## config.mk

```make
export PLATFORM = sky130hd
export DESIGN_NAME = freq_trig_reg
export DESIGN_NICKNAME = d
export VERILOG_FILES = /design/src/rtl/ftr_pkg.sv /design/src/rtl/ftr_access_decode.sv /design/src/rtl/ftr_enable_fsm.sv /design/src/rtl/ftr_read_port.sv /design/src/rtl/freq_trig_reg.sv
export SDC_FILE = /design/constraint.sdc
export NUM_CORES = 1
export LEC_CHECK = 0
export CAP_MARGIN = 20
export CORE_MARGIN = 2
export CORE_UTILIZATION = 22
export CTS_CLUSTER_DIAMETER = 60
export DETAILED_ROUTE_END_ITERATION = 10
export PLACE_DENSITY = 0.86
export SLEW_MARGIN = 20
export SYNTH_ARGS = -nofsm -noshare
export SYNTH_HDL_FRONTEND = slang
export SYNTH_SLANG_ARGS = --single-unit
```

## constraint.sdc

```tcl
create_clock -name clk -period 1.88 [get_ports clk]
set_input_delay 0.188 -clock clk [delete_from_list [all_inputs] [get_ports clk]]
set_output_delay 0.188 -clock clk [all_outputs]
set_load 0.02 [all_outputs]
```

## src/rtl/ftr_pkg.sv

```systemverilog
package ftr_pkg;

    // Classification of the bus access seen in the current cycle
    typedef enum logic [2:0] {
        ACC_NONE      = 3'd0,
        ACC_RD_FULL   = 3'd1,
        ACC_RD_PART   = 3'd2,
        ACC_WR_KEYED  = 3'd3,
        ACC_WR_REJECT = 3'd4
    } access_e;

    // Enable bit state: idle, or a frequency change in progress
    typedef enum logic {
        ST_IDLE = 1'b0,
        ST_RUN  = 1'b1
    } run_state_e;

endpackage

```

## src/rtl/ftr_access_decode.sv

```systemverilog
module ftr_access_decode
    import ftr_pkg::*;
#(
    parameter int              DATA_W = 32,
    parameter int              KEY_W  = 8,
    parameter logic [KEY_W-1:0] KEY   = 8'hCF,
    parameter int              EN_POS = 0,
    parameter int              BE_W   = DATA_W / 8
) (
    input  logic              bus_valid,
    input  logic              bus_write,
    input  logic [BE_W-1:0]   bus_be,
    input  logic [DATA_W-1:0] bus_wdata,
    output access_e           acc_kind,
    output logic              req_bit
);

    localparam logic [BE_W-1:0] ALL_LANES = '1;
    localparam int              KEY_LSB   = DATA_W - KEY_W;

    logic key_ok;
    logic full_width;

    always_comb begin
        key_ok     = (bus_wdata[DATA_W-1:KEY_LSB] == KEY);
        full_width = (bus_be == ALL_LANES);
        req_bit    = bus_wdata[EN_POS];

        if (!bus_valid) begin
            acc_kind = ACC_NONE;
        end else if (!bus_write) begin
            acc_kind = full_width ? ACC_RD_FULL : ACC_RD_PART;
        end else if (full_width && key_ok) begin
            acc_kind = ACC_WR_KEYED;
        end else begin
            acc_kind = ACC_WR_REJECT;
        end
    end

endmodule

```

## src/rtl/ftr_enable_fsm.sv

```systemverilog
module ftr_enable_fsm
    import ftr_pkg::*;
(
    input  logic    clk,
    input  logic    rst_n,
    input  access_e acc_kind,
    input  logic    req_bit,
    input  logic    cfg_valid,
    input  logic    seq_done,
    output logic    en_bit,
    output logic    start_pulse
);

    typedef struct packed {
        run_state_e st;
        logic       start;
    } fsm_t;

    fsm_t s_d, s_q;

    always_comb begin
        s_d       = s_q;
        s_d.start = 1'b0;
        case (s_q.st)
            ST_IDLE: begin
                // Arm only on a keyed longword write of 1 with a legal divider set
                if (acc_kind == ACC_WR_KEYED && req_bit && cfg_valid) begin
                    s_d.st    = ST_RUN;
                    s_d.start = 1'b1;
                end
            end
            ST_RUN: begin
                // Writes are ignored here; only completion leaves this state
                if (seq_done) begin
                    s_d.st = ST_IDLE;
                end
            end
            default: s_d.st = ST_IDLE;
        endcase
    end

    always_ff @(posedge clk or negedge rst_n) begin
        if (!rst_n) begin
            s_q <= '{st: ST_IDLE, start: 1'b0};
        end else begin
            s_q <= s_d;
        end
    end

    assign en_bit      = (s_q.st == ST_RUN);
    assign start_pulse = s_q.start;

endmodule

```

## src/rtl/ftr_read_port.sv

```systemverilog
module ftr_read_port
    import ftr_pkg::*;
#(
    parameter int DATA_W = 32,
    parameter int EN_POS = 0
) (
    input  logic              clk,
    input  logic              rst_n,
    input  access_e           acc_kind,
    input  logic              en_bit,
    output logic [DATA_W-1:0] rdata,
    output logic              rvalid
);

    typedef struct packed {
        logic              valid;
        logic [DATA_W-1:0] data;
    } rd_t;

    rd_t r_d, r_q;

    always_comb begin
        r_d.valid = 1'b0;
        r_d.data  = '0;
        case (acc_kind)
            ACC_RD_FULL: begin
                r_d.valid        = 1'b1;
                r_d.data[EN_POS] = en_bit;
            end
            ACC_RD_PART: begin
                // Narrow reads complete but carry no register contents
                r_d.valid = 1'b1;
            end
            default: ;
        endcase
    end

    always_ff @(posedge clk or negedge rst_n) begin
        if (!rst_n) begin
            r_q <= '0;
        end else begin
            r_q <= r_d;
        end
    end

    assign rdata  = r_q.data;
    assign rvalid = r_q.valid;

endmodule

```

## src/rtl/freq_trig_reg.sv

```systemverilog
module freq_trig_reg
    import ftr_pkg::*;
#(
    parameter int               DATA_W = 32,
    parameter int               KEY_W  = 8,
    parameter logic [KEY_W-1:0] KEY    = 8'hCF,
    parameter int               EN_POS = 0
) (
    input  logic          clk,
    input  logic          rst_n,
    input  logic          bus_valid,
    input  logic          bus_write,
    input  logic [3:0]    bus_be,
    input  logic [31:0]   bus_wdata,
    output logic [31:0]   bus_rdata,
    output logic          bus_rvalid,
    input  logic          cfg_valid,
    output logic          seq_start,
    input  logic          seq_done
);

    localparam int BE_W = DATA_W / 8;

    access_e acc_kind;
    logic    req_bit;
    logic    en_q;

    ftr_access_decode #(
        .DATA_W (DATA_W),
        .KEY_W  (KEY_W),
        .KEY    (KEY),
        .EN_POS (EN_POS),
        .BE_W   (BE_W)
    ) u_decode (
        .bus_valid (bus_valid),
        .bus_write (bus_write),
        .bus_be    (bus_be),
        .bus_wdata (bus_wdata),
        .acc_kind  (acc_kind),
        .req_bit   (req_bit)
    );

    ftr_enable_fsm u_fsm (
        .clk         (clk),
        .rst_n       (rst_n),
        .acc_kind    (acc_kind),
        .req_bit     (req_bit),
        .cfg_valid   (cfg_valid),
        .seq_done    (seq_done),
        .en_bit      (en_q),
        .start_pulse (seq_start)
    );

    ftr_read_port #(
        .DATA_W (DATA_W),
        .EN_POS (EN_POS)
    ) u_rd (
        .clk      (clk),
        .rst_n    (rst_n),
        .acc_kind (acc_kind),
        .en_bit   (en_q),
        .rdata    (bus_rdata),
        .rvalid   (bus_rvalid)
    );

endmodule

```

; After elaboration in Yosys (flattened, before gate mapping)
; Cells that the tools add are included.
; W data, S select, Z words.
[classes]
eq_ne = 5
n_reduce_logical = 4
muxes = 10
n_bitwise = 1
[op_table]
columns = operator, count
row1 = $mux W3, 3
row2 = $eq A8 B8 Y1 const B, 1
row3 = $eq A3 B2 Y1 const B, 2
row4 = $eq A4 B4 Y1 const B, 1
row5 = $mux W1, 4
row6 = $mux W2, 2
row7 = $eq A3 B1 Y1 const B, 1
row8 = $logic_and A1 B1 Y1, 3
row9 = $pmux W1 S2, 1
row10 = $reduce_or A2 Y1, 1
row11 = $not A1 Y1, 1
[totals]
out_inout_bits = 34
input_bits = 42
register_bits = 4

; Longest topological paths before layout
[logic_depth]
depth_word = 10
ltp_mapped = 3
mapped_depth_nobuf = 3

; Hierarchy
; A second synthesis with hierarchy kept.
[unflattened]
cells_unflattened = 55
area_unflattened_um2 = 489.2
[by_module_without_submodules]
columns = module, cells_per_inst, area_each_um2, instances
row1 = ftr_read_port, 37, 311.5, 1
row2 = ftr_enable_fsm, 7, 102.6, 1
row3 = ftr_access_decode, 11, 75.1, 1

; Worst setup path after synthesis
; OpenSTA, ideal clock, no wires.
[synth_timing]
path_kind = input to register
start = in bus_wdata[28]
end = reg u_fsm.s_q (netlist bit u_fsm.en_bit)
arrival_ps = 776
required_time_ps = 1776
setup_time_ps = 104
path_buffers = 0
setup_slack_ps = 1001
cell_stages = 3
cell_sequence = and4bb_1 nand3_2 o41ai_2
[synth_rtl]
columns = element, line
row1 = start: declaration, freq_trig_reg.sv:14  ; input logic [31:0] bus_wdata,
row2 = end signal: assignment, ftr_enable_fsm.sv:44  ; s_q <= '{st: ST_IDLE, start: 1'b0};
row3 = end: declaration, ftr_enable_fsm.sv:19  ; fsm_t s_d, s_q;

; Final worst setup path
[layout_timing]
start = reg u_fsm.s_q (netlist bit u_fsm.start_pulse)
end = out seq_start
[layout_rtl]
columns = element, line
row1 = end: declaration, freq_trig_reg.sv:18  ; output logic seq_start,
; No word-level cell between the ends.

==> impl_metrics.toml <==
[critical_path]
type_of_the_setup_path_with_the_least_slack = "reg2out"
cpLargestDelayFamily = "buffers and inverters"
critical_path.n_buffers_inverters = 1
timing.critical_path.arrival_ns = 1.14
path_max_fanout = 1
critical_path.startpoint_type = "register"
critical_path_endpoint_category = "primary output"
timing.critical_path.slowest_stage_cell = "clkdlybuf4s50_1"
slowest_delay_ns = 0.60
critical_path_required_ns = 1.69
worstPathCellList = "clkdlybuf4s50_1"

[grt]
antenna_found_initial = 0
globalRouteOverflowTotal = 0
wire_length_of_the_first_global_routing_pass_um = 931
grt_use_total_pct = 6.47
grt_start_max_net_pins = 5
number_of_global_route_vias_before_repair = 267

[route]
route.detailed.drc = 0
drt_pass1_iterations = 1
avgViaCountPerCell = 3.24
detailedRoute.firstIterationViolations = 0
drt_wl_total_um = 845
antenna_left = 0
routed-via-count = 308
post_drt_wl_per_cell_um = 8.89

[layout]
layout.nets = 114
final_common_cell = "conb_1"
area_growth_syn_to_layout_pct = 33.8
finish.cell_count_without_fillers = 95
mostFrequentLayoutCells = "conb_1, clkdlybuf4s50_1, dfrtp_1"
antenna_cells_inserted = 0
drive_gt1_share_pct = 7.14

[floorplan]
floorplan.io_pins = 76
die_width_um = 48.0
fp-row-count = 15
floorplan.die_area_um2 = 2300
fp.dieH_um = 48.0
initial_core_util_pct = 24.1
core_area_um2 = 1760

[timing]
finalHoldViolations = 0
setup_repair_after_global_routing_missed_its_margin = "no"
setup_viol = 0
final_max_slew_viol_count = 0
clock-skew-final_ns = 0.00455
peak_freq_mhz = 750
period_minus_ws_final_ns = 1.33
period_share_pct = 70.9
setup_total_negative_slack_ns = 0

[status]
status = "finished, final reports clean"

[power_and_ir_drop]
cellPowerDensity_nw_per_um2 = 523
power.ir.vdd_worst_mv = 0.162
finalPower_uw = 298
power_leakage_uw = 0.000283

[clock_tree]
clkSinkCount = 4
cts_tree = "done"
postCtsSetupBuffers = 0
cts_hold_buf = 0
clock_tree.htree_level_count = 1
ctsResizeCount = 0
cts.root.buffer_cell = "clkbuf_4"
clock_latency_of_the_later_clocked_register_in_the_worst_skew_pair_ns = 0.24
tritoncts.num_buffers = 3
cts-root-to-sink-buffers = 2
clk_transition_reported_paths_ns = 0.04

[logic_synthesis]
synth.ff_latch_count = 4
synth_cell_types = 12
syn-mean-instance-area_um2 = 9.05
synth_area_um2 = 425
synth.yosys.warnings = 0
post_synth_inst_count = 47
synth.yosys.seq_area_share_pct = 23.5

[flow_run]
max-cap-violations = 0

[place]
place.gp.congestion = 0.556
dp_hpwl_um = 753
place_inst = 92
port-buffer-count = 21

[min_path]
holdCritPathClass = "in2async"
[per-layer routing]
layer	up-vias	routed length, um	track usage (%)
li1	137	-	-
met1	134	237	3.34
met2	35	428	13.6
met3	2	177	1.51
met4	0	2	8.11
met5	-	0	0
[synth_stat cells, drive strengths merged]
| cell type | number | area, um2 |
|---|---|---|
| and3 | 1 | 6.26 |
| nor4 | 1 | 6.26 |
| and4 | 2 | 17.5 |
| nor2b | 1 | 6.26 |
| o41ai | 1 | 16.3 |
| and4bb | 1 | 12.5 |
| dfrtp | 4 | 100 |
| nand2 | 2 | 7.51 |
| conb | 1 | 3.75 |
| buf | 31 | 233 |
| nand3 | 1 | 10.0 |
| nand2b | 1 | 6.26 |
[per-stage QoR]
| stage | utilization, % | hold WS (ns) | setup WS (ns) | area, um2 |
|---|---|---|---|---|
| after floorplan | - | -0.108 | 1.00 | 538 |
| after global placement | 31.0 | 0.395 | 0.540 | 547 |
| after detailed placement | 31.0 | 0.411 | 0.458 | 547 |
| after CTS | 32.3 | 0.153 | 0.526 | 569 |
| after global routing | 32.3 | 0.175 | 0.505 | 569 |
| final | 32.3 | 0.166 | 0.547 | 569 |
[sequential cells by signal (all words and copies together) (netlist names)]
signal,count
u_fsm.en_bit,1
u_fsm.start_pulse,1
u_rd.rvalid,1
u_rd.rdata,1
[where the power goes]
group	internal (uW)	switching [uW]	leakage (uW)
combinational	36.8	65.7	0.000214
clock	71.5	35.9	0.0000138
sequential	87.6	0.233	0.0000548
total	196	102	0.000283
[cell type report]
type,instances,area (um2)
Fill cell,199,1190
Timing Repair Buffer,21,210
Multi-Input combinational cell,42,205
Clock buffer,3,22.5
Tap cell,25,31.3
Sequential cell,4,100
[path summary, 6_finish.rpt]
kind	endpoint	slack (ns)	from	cells after the start
max in group asynchronous	u_rd.rdata[0]	1.53	rst_n	1
hold / removal	u_rd.rvalid	0.17	rst_n	1
hold reg to reg	u_fsm.start_pulse	0.52	u_fsm.en_bit	1
setup reg to reg	u_fsm.en_bit	1.01	u_fsm.en_bit	1
min in group clk	u_fsm.start_pulse	0.52	u_fsm.en_bit	1
setup / recovery	seq_start	0.55	u_fsm.start_pulse	1
[cells by family after synthesis]
logic type / count (synthesis) / synth area share, %
buf+inv: 31 / 54.7
simple gates: 10 / 17.1
flops: 4 / 23.5
compound gates: 1 / 3.82
other cells: 1 / 0.882
No activity file was read; power rests on OpenSTA's default activity.
